File: src/rtl/irqc_pkg.sv
package irqc_pkg;
  localparam int unsigned REG_W        = 32;
  localparam int unsigned NUM_SERIRQ   = 17;
  localparam int unsigned NUM_ERR      = 6;
  localparam int unsigned NUM_BMREQ    = 2;
  // bit positions inside the inner status word
  localparam int unsigned BIT_BUSRST   = 10;
  localparam int unsigned BIT_ERR_LO   = 2;
  localparam int unsigned BIT_BMREQ_LO = 0;
  localparam int unsigned BIT_ENABLE   = 31;
  // bit of the outer input register fed by the inner summary
  localparam int unsigned BIT_SUMMARY  = 11;
  // byte offsets decoded on the register bus
  localparam logic [7:0] OFS_ICTRL = 8'h30;
  localparam logic [7:0] OFS_IMASK = 8'h34;
  localparam logic [7:0] OFS_ISTAT = 8'h38;
  localparam logic [7:0] OFS_OSTAT = 8'h50;
  localparam logic [7:0] OFS_OMASK = 8'h54;
  localparam logic [7:0] OFS_OPOL  = 8'h58;
  localparam logic [7:0] OFS_OIN   = 8'h5C;
endpackage

File: src/rtl/irqc_inner_bank.sv
module irqc_inner_bank
  import irqc_pkg::*;
#(
  parameter int unsigned W    = REG_W,
  parameter int unsigned NSER = NUM_SERIRQ,
  parameter int unsigned NERR = NUM_ERR,
  parameter int unsigned NBM  = NUM_BMREQ
) (
  input  logic            clk,
  input  logic            rst_n,
  input  logic            ctrl_we,
  input  logic            mask_we,
  input  logic            stat_we,
  input  logic [W-1:0]    wdata,
  input  logic [NSER-1:0] serirq,
  input  logic            busrst_evt,
  input  logic [NERR-1:0] err_evt,
  input  logic [NBM-1:0]  bm_evt,
  output logic [W-1:0]    ctrl_q,
  output logic [W-1:0]    mask_q,
  output logic [W-1:0]    stat_q,
  output logic            summary
);
  logic [W-1:0] set_vec;
  logic [W-1:0] clr_vec;
  logic [W-1:0] stat_d;

  // map every source onto its status bit
  always_comb begin
    set_vec = '0;
    for (int n = 0; n < int'(NSER); n++) set_vec[W-1-n] = serirq[n];
    for (int i = 0; i < int'(NERR); i++) set_vec[BIT_ERR_LO+i] = err_evt[i];
    for (int j = 0; j < int'(NBM); j++)  set_vec[BIT_BMREQ_LO+j] = bm_evt[j];
    set_vec[BIT_BUSRST] = busrst_evt;
  end

  // clear first, then set: an arriving event wins over the clear
  always_comb begin
    clr_vec = stat_we ? wdata : '0;
    stat_d  = (stat_q & ~clr_vec) | set_vec;
  end

  always_ff @(posedge clk or negedge rst_n) begin
    if (!rst_n) begin
      ctrl_q <= '0;
      mask_q <= '0;
      stat_q <= '0;
    end else begin
      if (ctrl_we) ctrl_q <= wdata;
      if (mask_we) mask_q <= wdata;
      if (stat_we || (|set_vec)) stat_q <= stat_d;
    end
  end

  assign summary = ctrl_q[BIT_ENABLE] & (|(stat_q & mask_q));

  // every presented source is latched at the edge
  p_source_latched_r2: assert property (@(posedge clk) disable iff (!rst_n)
    (|set_vec) |=> ((stat_q & $past(set_vec)) == $past(set_vec)));

  // without a status write no bit may fall
  p_sticky_inner_r4: assert property (@(posedge clk) disable iff (!rst_n)
    !stat_we |=> ((stat_q & $past(stat_q)) == $past(stat_q)));
endmodule

File: src/rtl/irqc_outer_bank.sv
module irqc_outer_bank
  import irqc_pkg::*;
#(
  parameter int unsigned W       = REG_W,
  parameter int unsigned SUM_BIT = BIT_SUMMARY
) (
  input  logic         clk,
  input  logic         rst_n,
  input  logic         stat_we,
  input  logic         mask_we,
  input  logic         pol_we,
  input  logic [W-1:0] wdata,
  input  logic         summary,
  output logic [W-1:0] stat_q,
  output logic [W-1:0] mask_q,
  output logic [W-1:0] pol_q,
  output logic [W-1:0] input_vec,
  output logic         irq
);
  logic [W-1:0] clr_vec;
  logic [W-1:0] stat_d;

  always_comb begin
    input_vec          = '0;
    input_vec[SUM_BIT] = summary;
    clr_vec            = stat_we ? wdata : '0;
    stat_d             = (stat_q & ~clr_vec) | (input_vec & mask_q);
  end

  always_ff @(posedge clk or negedge rst_n) begin
    if (!rst_n) begin
      stat_q <= '0;
      mask_q <= '0;
      pol_q  <= '0;
    end else begin
      stat_q <= stat_d;
      if (mask_we) mask_q <= wdata;
      if (pol_we)  pol_q  <= wdata;
    end
  end

  assign irq = |stat_q;

  // outer status only falls through a write
  p_sticky_outer_r7: assert property (@(posedge clk) disable iff (!rst_n)
    !stat_we |=> ((stat_q & $past(stat_q)) == $past(stat_q)));
endmodule

File: src/rtl/irq_cascade_top.sv
module irq_cascade_top
  import irqc_pkg::*;
#(
  parameter int unsigned ADDR_W = 8
) (
  input  logic                  clk,
  input  logic                  rst_n,
  input  logic                  reg_wr,
  input  logic [ADDR_W-1:0]     reg_addr,
  input  logic [REG_W-1:0]      reg_wdata,
  output logic [REG_W-1:0]      reg_rdata,
  input  logic [NUM_SERIRQ-1:0] serirq_lvl,
  input  logic                  evt_busrst,
  input  logic [NUM_ERR-1:0]    evt_err,
  input  logic [NUM_BMREQ-1:0]  evt_bm,
  output logic                  irq_out
);
  logic [REG_W-1:0] ictrl, imask, istat, ostat, omask, opol, oin;
  logic             inner_sum;
  logic             hit_ictrl, hit_imask, hit_istat;
  logic             hit_ostat, hit_omask, hit_opol, hit_oin;

  always_comb begin
    hit_ictrl = (reg_addr == ADDR_W'(OFS_ICTRL));
    hit_imask = (reg_addr == ADDR_W'(OFS_IMASK));
    hit_istat = (reg_addr == ADDR_W'(OFS_ISTAT));
    hit_ostat = (reg_addr == ADDR_W'(OFS_OSTAT));
    hit_omask = (reg_addr == ADDR_W'(OFS_OMASK));
    hit_opol  = (reg_addr == ADDR_W'(OFS_OPOL));
    hit_oin   = (reg_addr == ADDR_W'(OFS_OIN));
  end

  irqc_inner_bank #(.W(REG_W), .NSER(NUM_SERIRQ), .NERR(NUM_ERR), .NBM(NUM_BMREQ)) u_inner (
    .clk        (clk),
    .rst_n      (rst_n),
    .ctrl_we    (reg_wr && hit_ictrl),
    .mask_we    (reg_wr && hit_imask),
    .stat_we    (reg_wr && hit_istat),
    .wdata      (reg_wdata),
    .serirq     (serirq_lvl),
    .busrst_evt (evt_busrst),
    .err_evt    (evt_err),
    .bm_evt     (evt_bm),
    .ctrl_q     (ictrl),
    .mask_q     (imask),
    .stat_q     (istat),
    .summary    (inner_sum)
  );

  irqc_outer_bank #(.W(REG_W), .SUM_BIT(BIT_SUMMARY)) u_outer (
    .clk       (clk),
    .rst_n     (rst_n),
    .stat_we   (reg_wr && hit_ostat),
    .mask_we   (reg_wr && hit_omask),
    .pol_we    (reg_wr && hit_opol),
    .wdata     (reg_wdata),
    .summary   (inner_sum),
    .stat_q    (ostat),
    .mask_q    (omask),
    .pol_q     (opol),
    .input_vec (oin),
    .irq       (irq_out)
  );

  always_comb begin
    reg_rdata = '1;
    if (hit_ictrl) reg_rdata = ictrl;
    if (hit_imask) reg_rdata = imask;
    if (hit_istat) reg_rdata = istat;
    if (hit_ostat) reg_rdata = ostat;
    if (hit_omask) reg_rdata = omask;
    if (hit_opol)  reg_rdata = opol;
    if (hit_oin)   reg_rdata = oin;
  end

  // a masked inner summary reaches the output one edge later
  p_cascade_lag_r8: assert property (@(posedge clk) disable iff (!rst_n)
    (inner_sum && omask[BIT_SUMMARY]) |=> irq_out);

  // output is low on the first edge after reset
  p_reset_quiet_r1: assert property (@(posedge clk) disable iff (!rst_n)
    $rose(rst_n) |-> !irq_out);
endmodule

File: config.mk
export PLATFORM = sky130hd
export DESIGN_NAME = irq_cascade_top
export DESIGN_NICKNAME = d
export VERILOG_FILES = /design/src/rtl/irqc_pkg.sv /design/src/rtl/irqc_inner_bank.sv /design/src/rtl/irqc_outer_bank.sv /design/src/rtl/irq_cascade_top.sv
export SDC_FILE = /design/constraint.sdc
export NUM_CORES = 1
export LEC_CHECK = 0
export ABC_AREA = 1
export BUFFER_PORTS_ARGS = -buffer_cell sky130_fd_sc_hd__buf_2
export CORE_AREA = 2 2 155 157
export CTS_BUF_LIST = sky130_fd_sc_hd__clkbuf_8
export CTS_CLUSTER_DIAMETER = 80
export DETAILED_ROUTE_END_ITERATION = 10
export DIE_AREA = 0 0 157 159
export PLACE_DENSITY_LB_ADDON = 0.08
export SYNTH_ARGS = -nofsm -noshare
export SYNTH_HDL_FRONTEND = slang
export SYNTH_SLANG_ARGS = --single-unit
File: constraint.sdc
create_clock -name clk -period 1.5 [get_ports clk]
set_input_delay 0.15 -clock clk [delete_from_list [all_inputs] [get_ports clk]]
set_output_delay 0.15 -clock clk [all_outputs]
set_load 0.05 [all_outputs]
==> impl_metrics.json, run 1 <==
{
  "grt_usage_pct": 23.6,
  "maxSlewViolCount": 0,
  "hp-class": "in2reg",
  "synthTopCellsByArea": "dfrtp_1, o21ai_1, nand2_1",
  "p_sw_share_pct": 28.5,
  "die_h_microns": 159,
  "clock_skew_ps": 9.37,
  "synth_edf_count": 0,
  "ys_types": 30,
  "critPathCaptureType": "output pin",
  "synth_nets": 1223,
  "grt_pass1_vias": 8079,
  "clkPwrFrac_pct": 33.6,
  "netlist_area_sq_mm": 0.00921,
  "cts.clk_slew.worst_paths_ps": 110,
  "drv_cap": 0,
  "internal_power_w": 0.00708,
  "critical_path_arrival_ps": 1900,
  "grt_antenna_before_repair": 0,
  "antenna_left": 0,
  "setup_ws_ps": -545,
  "period_needed_ps": 2050,
  "tightest_slew_ps": 479,
  "max_freq_mhz": 489,
  "layout.nets": 1464,
  "synth_seq_cells": 192,
  "synthFlopType": "dfrtp_1",
  "die_x_microns": 157,
  "syn_avg_cell_area_sq_um": 7.98,
  "ys_seq_area_share_pct": 52.2,
  "rsz0062_at_grt": "yes",
  "wirelength_microns": 28400,
  "switching_power_w": 0.00282,
  "yosysTopAreaCellShare_pct": 52.2,
  "fp.dieArea_sq_mm": 0.0250,
  "leakagePower_nw": 6.36,
  "syn2layout_area_growth_pct": 39.7,
  "htreeDepth": 4,
  "seq_area_sq_mm": 0.00480,
  "synth.most_common_cell": "nand2_1",
  "slew_headroom_pct": 68.0,
  "synth_cells": 1154,
  "crit_fanout": 2,
  "drt_iter0_drc": 551,
  "synth_common_cells": "nand2_1, o21ai_1, dfrtp_1",
  "start_kind": "flop",
  "cts_root_buf": "clkbuf_8",
  "irDropWorstVdd_v": 0.000516,
  "multiInputGateArea_sq_mm": 0.00409,
  "synth_async_sr_flop_share_pct": 100,
  "drive_gt1_share_pct": 28.3,
  "initial_core_util_pct": 39.7,
  "seq_power_share_pct": 54.9,
  "finalNonFillerCells": 1728,
  "routedWlPerCell_microns": 16.4,
  "io_pins": 102,
  "hpwl_microns": 18400,
  "vias_per_cell": 4.82,
  "num_vias": 8329,
  "grt_pass1_wl_microns": 45000,
  "violations": "negative setup slack",
  "p_comb_share_pct": 11.5,
  "portBuffers": 101,
  "crit_required_ps": 1350,
  "place_ws_ps": -293,
  "cts.sinks": 192,
  "drcViolationCount": 0,
  "grt_overflow": 0,
  "place_inst": 1643,
  "ys_warn_count": 0,
  "n_fill_cell": 2214,
  "clock_latency_ps": 470,
  "cts_buffers": 17,
  "setup_viol": 33,
  "finalHoldViolCount": 0,
  "grt_start_max_net_pins": 51,
  "rows": 56,
  "critical_path_class": "reg2out",
  "dr.pass1.iters": 5,
  "core_sq_mm": 0.0232,
  "synth_top_area_cell": "dfrtp_1",
  "cts_tree": "built",
  "clock_path_buffers": 2,
  "gp_congestion": 0.838,
  "p_per_area_mw_per_mm2": 769,
  "finalCritPeriodShare_pct": 136,
  "post-route-util_pct": 55.5,
  "status": "complete, but fails checks"
}
power by group through the flow:
stage | clock, W | sequential [W] | combinational [W]
2_1_floorplan | 0 | 0.00552 | 0.000457
6_report | 0.00333 | 0.00544 | 0.00113
3_3_place_gp | 0 | 0.00553 | 0.000944
5_1_grt | 0.00364 | 0.00546 | 0.00126
3_5_place_dp | 0 | 0.00553 | 0.000950
4_1_cts | 0.00341 | 0.00543 | 0.00111
timing repair:
| action | CTS | global route |
|---|---|---|
| setup endpoints to repair | 34 | 33 |
| hold endpoints to repair | 256 | 0 |
| resized for setup | 123 | 45 |
| hold buffers | 41 | 0 |
| pin swaps | 57 | 44 |
| gates cloned | 1 | 0 |
| setup buffers | 13 | 10 |
cell type report:
type / count / share of cell area, %
flip-flops and latches: 192 / 37.3
clock inverters: 14 / 0.933
clock buffers: 18 / 1.92
diodes: 1 / 0.0194
multi-input cells: 744 / 31.8
repair buffers: 276 / 20.1
well taps: 319 / 3.10
inverters: 164 / 4.82
per-layer routing:
| metal | vias up | part of all wire (%) | track usage, % |
|---|---|---|---|
| li1 | 4149 | - | - |
| met1 | 3973 | 50 | 35.9 |
| met2 | 178 | 45 | 35.3 |
| met3 | 29 | 4.0 | 3.76 |
| met4 | 0 | 1.4 | 5.63 |
| met5 | - | 0 | 0 |
state kept, by name, summed over array words and instances, names as in the netlist:
name,count
u_outer.mask_q,32
u_inner.stat_q,32
u_outer.stat_q,32
u_outer.pol_q,32
u_inner.ctrl_q,32
u_inner.mask_q,32
kinds of logic (layout without fill, tap and decap cells):
kind of cell	Yosys count	after routing	synth area share, %
flops	192	192	52.2
other cells	0	1	0
simple gates	504	504	24.4
buf+inv	218	472	9.43
compound gates	240	240	14.0
worst max-delay path, stage by stage (launching register included):
cell and delay, ps:
dfrtp_1 410, nor4_2 280, buf_4 170, nand2_4 60, nor2_4 120, nand4_1 170, buf_6 220
layout by cell type, fill, tap and decap left out, types with 3 or more instances in the layout:
cell type,n
buf_12,25
buf_2,66
buf_4,90
buf_6,41
buf_8,11
clkbuf_8,19
dfrtp_1,192
dlygate4sd3_1,41
inv_1,154
inv_2,7
inv_6,5
inv_8,3
nand2_1,260
nand2_2,12
nand2_4,3
nand3_1,22
nand3_2,18
nand3b_1,31
nand4_1,15
nor2_1,63
nor2_2,20
nor2_4,24
nor4_2,4
o21a_1,4
o21ai_0,5
o21ai_1,191
o21ai_2,22
o21ai_4,14
or2_1,21
through the flow:
stage	hold WS (ps)	power (W)	setup TNS (ps)	instance area [sq um]
after detailed placement	92.1	0.00648	-21420	11400
final	24.0	0.00990	-6460	12900
after global routing	1.82	0.0104	-9930	12900
after floorplan	-146	0.00598	-2840	9510
after global placement	96.9	0.00647	-18090	11400
after CTS	0.0885	0.00995	-7480	12700
path summary, 6_finish.rpt:
kind                                           startpoint                       endpoint  slack, ps  cells after the start
max in group asynchronous                           rst_n   u_outer.stat_q[11]$_DFF_PN0_        760                      3
max reg2reg                u_inner.stat_q[30]$_DFFE_PN0P_   u_outer.stat_q[11]$_DFF_PN0_        160                      6
min in group asynchronous                           rst_n  u_inner.stat_q[5]$_DFFE_PN0P_        150                      2
min reg2reg                  u_outer.stat_q[21]$_DFF_PN0_   u_outer.stat_q[21]$_DFF_PN0_        490                      2
min                                          reg_wdata[5]  u_outer.mask_q[5]$_DFFE_PN0P_         20                      3
max                           u_outer.stat_q[7]$_DFF_PN0_                        irq_out       -550                      6
Note: power is estimated with default switching activity, not from simulation.
==> inputs of run 2 (changes only) <==
CORE_AREA = 2 2 168 170   (was 2 2 155 157)
DIE_AREA = 0 0 170 172   (was 0 0 157 159)
GPL_TIMING_DRIVEN = 0   (was default)
SYNTH_HIERARCHICAL = 1   (was default)
==> run 2 against run 1 <==
  * The flow still finishes with violations (negative setup slack)
  * Hold slack improved by 93 ps
  * Sequential share of layout area decreased by 3.5 points
  * Synthesized area increased by 18%
  * Die area increased by 17%
  * Core utilization decreased by 3.9 points
  * Sequential power increased by 1%
  * Cell count increased by 3.8%
  * First-iteration DRC count decreased by 8.3%
  * Register-to-register slack got worse by 120 ps
==> impl_metrics.json, run 2 <==
{
  "critPathCaptureType": "output pin",
  "crit_required_ps": 1350,
  "synth_cells": 1174,
  "path_cells": "nand2_1, nand2_2, nor2_4, nand2_2, nor2_2, a21oi_2, nand2_4, nand2_4, buf_8",
  "synth.area.mux_share_pct": 17.2,
  "setup_viol": 33,
  "synthFlopType": "dfrtp_1",
  "synth_adder_area_share_pct": 0,
  "final_cell_mix": "nand2_1, dfrtp_1, inv_1, mux2_4, buf_4",
  "stdcell_area_sq_mm": 0.0142,
  "finalHoldViolCount": 0,
  "clock_skew_ps": 28.3,
  "synth-simple-area-share_pct": 18.1,
  "syn2layout_area_growth_pct": 30.5,
  "num_vias": 8446,
  "synth.most_common_cell": "nand2_1",
  "critical_path_class": "reg2out",
  "crit_fanout": 2,
  "io_pins": 102,
  "gp_congestion": 0.794,
  "leakagePower_nw": 6.65,
  "portBuffers": 99,
  "initial_core_util_pct": 39.6,
  "clock_latency_ps": 500,
  "layout.nets": 1504,
  "synthTopCellsByArea": "dfrtp_1, mux2_4, nand2_1",
  "cts.sinks": 192,
  "cts.clk_slew.worst_paths_ps": 120,
  "ys_seq_area_share_pct": 44.2,
  "wirelength_microns": 31400,
  "synth_common_cells": "nand2_1, dfrtp_1, inv_1",
  "drcViolationCount": 0,
  "dpl_cell_area_sq_mm": 0.0120,
  "cts_tree": "built",
  "p_sw_share_pct": 28.9,
  "antenna_left": 0,
  "irDropWorstVdd_v": 0.000381,
  "die_x_microns": 170,
  "synth_top_area_cell": "dfrtp_1",
  "fp.dieArea_sq_mm": 0.0292,
  "synth_seq_cells": 192,
  "status": "complete, but fails checks",
  "clkPwrFrac_pct": 33.3,
  "critical_path_arrival_ps": 1800,
  "p_comb_share_pct": 13.9,
  "cts_root_buf": "clkbuf_8",
  "maxSlewViolCount": 0,
  "place_ws_ps": -934,
  "seq_power_share_pct": 52.8,
  "core_sq_mm": 0.0275,
  "rows": 61,
  "slowest_stage": "dfrtp_1",
  "grt_overflow": 0,
  "internal_power_w": 0.00743,
  "crit_buf_inv": 1,
  "cts_buffers": 17,
  "drt_iter0_drc": 505,
  "antenna_cells": 0,
  "yosysTopAreaCellShare_pct": 44.2,
  "grt_antenna_before_repair": 0,
  "synth_async_sr_flop_share_pct": 100,
  "grt_pass1_vias": 8554,
  "grt_pass1_wl_microns": 48700,
  "finalCritPeriodShare_pct": 130,
  "hp-class": "in2async",
  "drive_gt1_share_pct": 34.1,
  "syn_avg_cell_area_sq_um": 9.26,
  "htreeDepth": 4,
  "cp_slowest_stage_delay_ps": 420,
  "routedWlPerCell_microns": 17.5,
  "cp_top_family": "simple AND/OR/NAND/NOR gates",
  "rsz0062_at_grt": "yes",
  "clock_path_buffers": 2,
  "synth_edf_count": 0,
  "period_needed_ps": 1950,
  "setup_ws_ps": -453,
  "switching_power_w": 0.00302,
  "grt_usage_pct": 22.1,
  "vias_per_cell": 4.71,
  "dr.pass1.iters": 4,
  "final_common_cell": "nand2_1",
  "p_per_area_mw_per_mm2": 737,
  "tightest_slew_ps": 699,
  "violations": "negative setup slack",
  "hpwl_microns": 20200,
  "drv_cap": 0,
  "ys_types": 31,
  "synth_top_family_by_area": "simple AND/OR/NAND/NOR gates",
  "netlist_area_sq_mm": 0.0109,
  "synthXorXnorAreaFrac_pct": 0,
  "max_freq_mhz": 512,
  "synth_compound_area_share_pct": 6.55,
  "ys_warn_count": 6,
  "slew_headroom_pct": 53.4,
  "die_h_microns": 172,
  "start_kind": "flop",
  "grt_start_max_net_pins": 80,
  "n_fill_cell": 2643
}
run 2: final timing paths:
kind                       cells after the start                              to  slack, ps                          start
max                                            9                   reg_rdata[11]       -450  u_inner/stat_q[0]$_DFFE_PN0P_
min                                            2   u_inner/ctrl_q[7]$_DFFE_PN0P_        120                          rst_n
max reg2reg                                    8    u_outer/stat_q[11]$_DFF_PN0_         40  u_inner/stat_q[0]$_DFFE_PN0P_
min reg2reg                                    2    u_outer/stat_q[15]$_DFF_PN0_        520   u_outer/stat_q[15]$_DFF_PN0_
max in group asynchronous                      4  u_inner/ctrl_q[31]$_DFFE_PN0P_        260                          rst_n
min in group clk                               4    u_outer/stat_q[30]$_DFF_PN0_        320                         reg_wr
run 2: routing by layer:
metal | vias to the layer above | track usage (%) | wire [microns]
met3 | 21 | 3.23 | 999
li1 | 4189 | - | -
met2 | 153 | 36.8 | 14700
met4 | 0 | 4.98 | 442
met1 | 4083 | 30.8 | 15300
met5 | - | 0 | 0
run 2: area by class of cell:
class | count | area [sq um] | area share [%]
clock buffers | 20 | 275 | 1.94
well taps | 346 | 433 | 3.05
flip-flops and latches | 192 | 4800 | 33.9
repair buffers | 213 | 1960 | 13.8
multi-input cells | 722 | 4950 | 34.9
plain buffers | 94 | 902 | 6.36
clock inverters | 12 | 120 | 0.847
inverters | 195 | 742 | 5.23
run 2: stage by stage:
step	setup TNS (ps)	utilization (%)	std cells	power [W]	hold slack, ps
after global placement	-745830	43.4	1649	0.00673	327
after global routing	-9980	51.6	1794	0.0109	119
after detailed placement	-128040	43.7	1651	0.00676	71.2
after CTS	-6820	50.2	1774	0.0105	122
final	-6230	51.6	1794	0.0105	117
after floorplan	-9050	-	1204	0.00626	-146
run 2: what timing repair did:
item,CTS,global route
pin swaps,34,49
endpoints found under the hold margin,275,0
cloned,3,3
setup buffers,29,19
gates resized for setup,156,59
endpoints found under the setup margin,182,74
hold buffers,59,0
run 2: logic make-up after synthesis:
group,Yosys count
flops,192
simple gates,466
mux,127
other cells,1
compound gates,98
buf+inv,290
run 2: power by group through the flow:
stage	Sequential [W]	Combinational [W]	Clock [W]
after detailed placement	0.00561	0.00115	0
after floorplan	0.00558	0.000688	0
after CTS	0.00551	0.00138	0.00359
after global routing	0.00554	0.00158	0.00378
after global placement	0.00561	0.00112	0
final	0.00552	0.00145	0.00349
